===== src/rtl/csr_bank_pkg.sv =====
// Shared constants and types for the gated control register bank.
// Assumes 32-bit register data and a 7-bit register index.
package csr_bank_pkg;
    localparam int DATA_W   = 32;
    localparam int IDX_W    = 7;
    localparam int MASK_LSB = 10;   // receive mask; memory error at +1, missed frame at +2
    localparam int MASK_W   = 3;

    typedef struct packed {
        logic miss;
        logic merr;
        logic rint;
    } irq_mask_t;
endpackage


===== src/rtl/csr_iadr_reg.sv =====
// Holds the initialization address byte pair and its mirror register.
// Assumes the write strobes arrive already decoded and gated by the
// stop/suspend condition. The registers carry no reset on purpose: no
// reset of any kind changes them.
module csr_iadr_reg (
    input  logic        clk,
    input  logic        prim_we,
    input  logic        alias_we,
    input  logic [15:0] wdata,
    output logic [7:0]  addr_hi,
    output logic [7:0]  addr_mid,
    output logic [15:0] alias_q
);
    // Capture the byte pair on an accepted primary write.
    always_ff @(posedge clk) begin
        if (prim_we) begin
            {addr_hi, addr_mid} <= wdata;
        end
    end

    // Mirror follows every primary write and can also be written directly.
    always_ff @(posedge clk) begin
        if (prim_we || alias_we) begin
            alias_q <= wdata;
        end
    end
endmodule


===== src/rtl/csr_irq_mask.sv =====
// Three interrupt mask bits and the summary interrupt.
// Assumes hardware and software resets are both synchronous; either one
// clears the masks and wins over a write in the same cycle.
module csr_irq_mask
    import csr_bank_pkg::*;
(
    input  logic                  clk,
    input  logic                  rst_n,
    input  logic                  soft_rst,
    input  logic                  wr_en,
    input  logic [MASK_W-1:0]     wr_bits,
    input  logic                  st_miss,
    input  logic                  st_merr,
    input  logic                  st_rint,
    output irq_mask_t             mask_q,
    output logic                  intr
);
    // Mask storage with reset priority over writes.
    always_ff @(posedge clk) begin
        if (!rst_n || soft_rst) begin
            mask_q <= '0;
        end else if (wr_en) begin
            mask_q <= irq_mask_t'(wr_bits);
        end
    end

    // Summary interrupt from unmasked status inputs.
    always_comb begin
        intr = (st_miss & ~mask_q.miss) |
               (st_merr & ~mask_q.merr) |
               (st_rint & ~mask_q.rint);
    end
endmodule


===== src/rtl/csr_ptr_bank.sv =====
// Pointer registers (descriptor bases, buffer starts) and the address
// former. In 24-bit mode the top byte of every pointer is replaced by the
// upper address byte, both on write and on every clock edge.
// Assumes wr_sel is one-hot or zero.
module csr_ptr_bank #(
    parameter int NUM_PTR = 4,
    parameter int SEL_W   = 3
) (
    input  logic                     clk,
    input  logic                     rst_n,
    input  logic [NUM_PTR-1:0]       wr_sel,
    input  logic [31:0]              wdata,
    input  logic                     mode32,
    input  logic [7:0]               addr_hi,
    input  logic [7:0]               addr_mid,
    input  logic [SEL_W-1:0]         af_sel,
    output logic [NUM_PTR-1:0][31:0] ptr_q,
    output logic [31:0]              af_addr
);
    for (genvar g = 0; g < NUM_PTR; g++) begin : g_slot
        logic [31:0] slot_q;

        // One pointer slot: write, or refresh of the top byte in 24-bit mode.
        always_ff @(posedge clk) begin
            if (!rst_n) begin
                slot_q <= '0;
            end else if (wr_sel[g]) begin
                slot_q <= mode32 ? wdata : {addr_hi, wdata[23:0]};
            end else if (!mode32) begin
                slot_q[31:24] <= addr_hi;
            end
        end

        assign ptr_q[g] = slot_q;
    end

    // Form the bus-master address for the selected source in the same cycle.
    always_comb begin
        af_addr = '0;
        if (af_sel == '0) begin
            af_addr = {addr_hi, addr_mid, 16'h0000};
        end
        for (int i = 0; i < NUM_PTR; i++) begin
            if (af_sel == SEL_W'(i + 1)) begin
                af_addr = mode32 ? ptr_q[i] : {addr_hi, ptr_q[i][23:0]};
            end
        end
    end
endmodule


===== src/rtl/ctl_csr_bank.sv =====
// Top of the gated control register bank. Decodes the register port,
// gates address-register access on stop/suspend and registers read data
// (one cycle latency). Assumes one register access per cycle.
module ctl_csr_bank
    import csr_bank_pkg::*;
#(
    parameter int NUM_PTR      = 4,
    parameter int IADR_IDX     = 2,
    parameter int MASK_IDX     = 3,
    parameter int ALIAS_IDX    = 17,
    parameter int PTR_BASE_IDX = 24,
    localparam int SEL_W       = $clog2(NUM_PTR + 1)
) (
    input  logic              clk,
    input  logic              rst_n,
    input  logic              soft_rst,
    input  logic              ctl_stop,
    input  logic              ctl_suspend,
    input  logic              mode32,
    input  logic              reg_we,
    input  logic [IDX_W-1:0]  reg_idx,
    input  logic [DATA_W-1:0] reg_wdata,
    output logic [DATA_W-1:0] reg_rdata,
    input  logic              st_miss,
    input  logic              st_merr,
    input  logic              st_rint,
    output logic              intr,
    input  logic [SEL_W-1:0]  af_sel,
    output logic [31:0]       af_addr
);
    logic                      addr_open;
    logic                      hit_iadr;
    logic                      hit_alias;
    logic                      hit_mask;
    logic [NUM_PTR-1:0]        hit_ptr;
    logic [7:0]                addr_hi;
    logic [7:0]                addr_mid;
    logic [15:0]               alias_q;
    irq_mask_t                 irq_mask;
    logic [NUM_PTR-1:0][31:0]  ptr_q;
    logic [DATA_W-1:0]         rd_next;

    // Index decode and the stop/suspend gate.
    always_comb begin
        addr_open = ctl_stop | ctl_suspend;
        hit_iadr  = (reg_idx == IDX_W'(IADR_IDX));
        hit_alias = (reg_idx == IDX_W'(ALIAS_IDX));
        hit_mask  = (reg_idx == IDX_W'(MASK_IDX));
    end

    for (genvar g = 0; g < NUM_PTR; g++) begin : g_hit
        assign hit_ptr[g] = (reg_idx == IDX_W'(PTR_BASE_IDX + g));
    end

    csr_iadr_reg u_iadr (
        .clk      (clk),
        .prim_we  (reg_we & hit_iadr & addr_open),
        .alias_we (reg_we & hit_alias & addr_open),
        .wdata    (reg_wdata[15:0]),
        .addr_hi  (addr_hi),
        .addr_mid (addr_mid),
        .alias_q  (alias_q)
    );

    csr_irq_mask u_mask (
        .clk      (clk),
        .rst_n    (rst_n),
        .soft_rst (soft_rst),
        .wr_en    (reg_we & hit_mask),
        .wr_bits  (reg_wdata[MASK_LSB +: MASK_W]),
        .st_miss  (st_miss),
        .st_merr  (st_merr),
        .st_rint  (st_rint),
        .mask_q   (irq_mask),
        .intr     (intr)
    );

    csr_ptr_bank #(
        .NUM_PTR (NUM_PTR),
        .SEL_W   (SEL_W)
    ) u_ptr (
        .clk      (clk),
        .rst_n    (rst_n),
        .wr_sel   ({NUM_PTR{reg_we}} & hit_ptr),
        .wdata    (reg_wdata),
        .mode32   (mode32),
        .addr_hi  (addr_hi),
        .addr_mid (addr_mid),
        .af_sel   (af_sel),
        .ptr_q    (ptr_q),
        .af_addr  (af_addr)
    );

    // Read multiplexer; reserved and unmapped bits read as zero.
    always_comb begin
        rd_next = '0;
        if (hit_iadr && addr_open) begin
            rd_next[15:0] = {addr_hi, addr_mid};
        end
        if (hit_alias && addr_open) begin
            rd_next[15:0] = alias_q;
        end
        if (hit_mask) begin
            rd_next[MASK_LSB +: MASK_W] = irq_mask;
        end
        for (int i = 0; i < NUM_PTR; i++) begin
            if (hit_ptr[i]) begin
                rd_next = ptr_q[i];
            end
        end
    end

    // Registered read data, one cycle after the index.
    always_ff @(posedge clk) begin
        if (!rst_n) begin
            reg_rdata <= '0;
        end else begin
            reg_rdata <= rd_next;
        end
    end
endmodule


===== config.mk =====
export PLATFORM = sky130hd
export DESIGN_NAME = ctl_csr_bank
export DESIGN_NICKNAME = d
export VERILOG_FILES = /design/src/rtl/csr_bank_pkg.sv /design/src/rtl/csr_iadr_reg.sv /design/src/rtl/csr_irq_mask.sv /design/src/rtl/csr_ptr_bank.sv /design/src/rtl/ctl_csr_bank.sv
export SDC_FILE = /design/constraint.sdc
export NUM_CORES = 1
export LEC_CHECK = 0
export BUFFER_PORTS_ARGS = -buffer_cell sky130_fd_sc_hd__buf_2
export CORE_ASPECT_RATIO = 1.1
export CORE_MARGIN = 2
export CORE_UTILIZATION = 38
export CTS_BUF_LIST = sky130_fd_sc_hd__clkbuf_8
export CTS_CLUSTER_SIZE = 30
export DETAILED_ROUTE_END_ITERATION = 7
export SLEW_MARGIN = 20
export SYNTH_ARGS = -nofsm -noshare
export SYNTH_HDL_FRONTEND = slang
export SYNTH_HIERARCHICAL = 1
export SYNTH_SLANG_ARGS = --single-unit

===== constraint.sdc =====
create_clock -name clk -period 5.7 [get_ports clk]
set_clock_uncertainty 0.15 [all_clocks]
set_input_delay 1.14 -clock clk [delete_from_list [all_inputs] [get_ports clk]]
set_output_delay 1.14 -clock clk [all_outputs]
set_load 0.01 [all_outputs]

==> impl_metrics.env <==
export IMPL_rsz0062_at_grt="false"
export IMPL_power_per_cell_area_nw_per_um2=237
export IMPL_slowest_stage="mux4_1"
export IMPL_fillCellCount=2320
export IMPL_final_common_cell="dfxtp_1"
export IMPL_slew_headroom_pct=38.0
export IMPL_hold_class="reg2reg"
export IMPL_wire_per_inst_um=20.3
export IMPL_cp_top_family="buffers and inverters"
export IMPL_drtIter0Drc=468
export IMPL_p_sw_share_pct=27.2
export IMPL_worst_path_buf_inv=4
export IMPL_cts_resized=0
export IMPL_slew_violations=0
export IMPL_rows=60
export IMPL_syn_inst=864
export IMPL_final_cell_mix="dfxtp_1, mux2i_1, buf_2"
export IMPL_drt_antenna_violating_nets=0
export IMPL_clock_latency_ps=470
export IMPL_die_h_um=169
export IMPL_routed_wl_um=25900
export IMPL_status="finished, violations left"
export IMPL_viasPerCell=5.41
export IMPL_p_clk_share_pct=33.9
export IMPL_clock_sinks=195
export IMPL_yosysSeqAreaShare_pct=44.9
export IMPL_p_leak_nw=3.67
export IMPL_grt_overflow=0
export IMPL_grt_max_degree=52
export IMPL_p_int_mw=1.82
export IMPL_gp_congestion=0.791
export IMPL_first_global_vias=6738
export IMPL_postCtsSetupRepairBufs=0
export IMPL_crit_arrival_ps=3040
export IMPL_cts_buffer_depth=2
export IMPL_criticalPathCategory="in2out"
export IMPL_die_width_um=154
export IMPL_clk_pin_slew_ps=100
export IMPL_cts_root_buffer="clkbuf_8"
export IMPL_cpMostUsedCell="buf_2"
export IMPL_floorplan_initialDensity_pct=38.5
export IMPL_path_cells="buf_2, buf_4, mux4_1, inv_1, o21ai_0, buf_2"
export IMPL_grt_util_all_layers_pct=19.8
export IMPL_post_route_util_pct=43.2
export IMPL_drc=2
export IMPL_grt_pass1_wl_um=39700
export IMPL_synth_area_sq_um=9400
export IMPL_cts_tree="done"
export IMPL_hold_viol=0
export IMPL_antenna_found_initial=1
export IMPL_ys_ff_latch=195
export IMPL_cp_max_fo=30
export IMPL_critPathMaxStageDelay_ps=590
export IMPL_design_core_area_sq_um=24400
export IMPL_syn_area_per_cell_sq_um=10.9
export IMPL_die_area_sq_um=26000
export IMPL_numCtsBuffers=17
export IMPL_cp_start_kind="input port"
export IMPL_hpwlAfterDp_um=17300
export IMPL_cap_violations=0
export IMPL_synth_cell_types=51
export IMPL_setup_viol=0
export IMPL_synthFlopType="dfxtp_1"
export IMPL_yosysWarnings=6
export IMPL_period_needed_ps=4330
export IMPL_sequentialPowerShare_pct=57.2
export IMPL_mappedNetlistNets=916
export IMPL_worstPathRequired_ps=4410
export IMPL_portBuffers=116
export IMPL_violations="DRC"
export IMPL_area_growth_pct=12.2
export IMPL_nNetsFinal=1002
export IMPL_layout_drive_gt1_share_pct=25.1
export IMPL_finalCritPeriodShare_pct=75.9
export IMPL_power_frac_comb_pct=9.0
export IMPL_vias=6889
export IMPL_ir_drop_mv=0.156
export IMPL_htreeDepth=4
export IMPL_endpoint_kind="output pin"
export IMPL_drt_pass1_iter_count=7
export IMPL_synth_edf_count=32
export IMPL_p_sw_uw=679
export IMPL_worst_slew_pin_slew_ps=926
export IMPL_tns_ps=0
export IMPL_async_reset_ff_share_pct=0
export IMPL_io_pins=117
export IMPL_max_clock_freq_mhz=231
export IMPL_cts_hold_buf=0
sequential cells by signal, summed over array words and instances, names as in the netlist:
signal               flops
u_mask/mask_q            3
u_iadr/addr_hi           8
u_iadr/addr_mid          8
reg_rdata               32
u_iadr/alias_q          16
u_ptr/g_slot.slot_q    128
layout make-up:
cell class | count | area [sq um] | area share [%]
multi-input combinational | 585 | 4770 | 45.3
timing repair buffer | 140 | 761 | 7.21
antenna | 1 | 2.50 | 0.0237
inverter | 11 | 41.3 | 0.391
clock inverter | 15 | 125 | 1.19
tap | 310 | 388 | 3.68
clock buffer | 17 | 234 | 2.22
sequential | 195 | 4220 | 40.0
cells by family after synthesis:
family | count (synthesis) | synth area share, %
and+or+nand+nor | 231 | 14.1
buffers and inverters | 84 | 4.55
AOI/OAI and AO/OA | 165 | 11.2
DFF | 195 | 44.9
muxes | 189 | 25.3
cell usage after synthesis, types with 2 or more instances:
| cell | instances | area, sq um |
|---|---|---|
| o21ai_0 | 58 | 290 |
| a21oi_1 | 36 | 180 |
| buf_2 | 32 | 160 |
| clkbuf_1 | 29 | 109 |
| nand2_1 | 35 | 131 |
| dfxtp_1 | 163 | 3260 |
| a22oi_1 | 21 | 158 |
| o21ai_1 | 4 | 20.0 |
| buf_6 | 6 | 67.6 |
| buf_1 | 2 | 7.51 |
| nor4bb_1 | 2 | 20.0 |
| a22oi_2 | 2 | 25.0 |
| inv_1 | 11 | 41.3 |
| mux2i_1 | 133 | 1330 |
| and2_1 | 2 | 12.5 |
| a221oi_1 | 11 | 96.3 |
| nand3_1 | 2 | 10.0 |
| edfxtp_1 | 32 | 961 |
| buf_4 | 3 | 22.5 |
| mux2_2 | 20 | 225 |
| mux4_2 | 34 | 766 |
| a2bb2oi_1 | 3 | 26.3 |
| o22a_1 | 2 | 17.5 |
| o221ai_1 | 9 | 78.8 |
| nand2b_1 | 4 | 25.0 |
| a21oi_2 | 2 | 17.5 |
| o31ai_1 | 2 | 15.0 |
| nor2_1 | 38 | 143 |
| o22ai_1 | 3 | 18.8 |
| mux4_1 | 2 | 52.6 |
| o32ai_1 | 7 | 61.3 |
| and3_1 | 20 | 125 |
| nor2b_1 | 113 | 707 |
| nor3b_1 | 4 | 30.0 |
routing by layer:
layer | up-vias | GRT usage, % | wire length (um)
met5 | - | 0 | 0
met4 | 0 | 4.43 | 275
met3 | 20 | 4.07 | 1400
met2 | 196 | 33.3 | 12500
met1 | 3364 | 26.5 | 11700
li1 | 3309 | - | -
stage by stage:
stage / hold slack (ps) / power [mW] / cells / setup slack [ps] / instance area [sq um]
3_3_place_gp: 342 / 1.68 / 1241 / 1390 / 10200
5_1_grt: 403 / 2.59 / 1273 / 1290 / 10500
6_report: 357 / 2.50 / 1274 / 1370 / 10600
2_1_floorplan: 309 / 1.60 / 864 / 2130 / 9400
3_5_place_dp: 338 / 1.68 / 1241 / 1360 / 10200
4_1_cts: 359 / 2.52 / 1273 / 1360 / 10500
tightest hold or removal path: stages (launching register included):
cell,delay (ps)
dfxtp_1,330
nand3_1,60
a21boi_0,70
worst paths after layout:
path / from / end / slack, ps / cells past startpoint
worst min register to register: u_mask/mask_q[2] / reg_rdata[12] / 360 / 2
worst max register to register: u_iadr/addr_hi[3] / u_ptr/g_slot[3].slot_q[27] / 4280 / 2
worst min-delay path: u_mask/mask_q[2] / reg_rdata[12] / 360 / 2
worst max-delay path: af_sel[1] / af_addr[16] / 1370 / 6
power groups by stage:
stage               combinational [mW]  sequential, mW  clock (mW)
finish                           0.224            1.43       0.846
global route                     0.243            1.43       0.921
CTS                              0.224            1.43       0.872
detailed placement               0.224            1.46           0
global placement                 0.222            1.46           0
floorplan                        0.143            1.46           0
(Power assumes the default switching activity.)
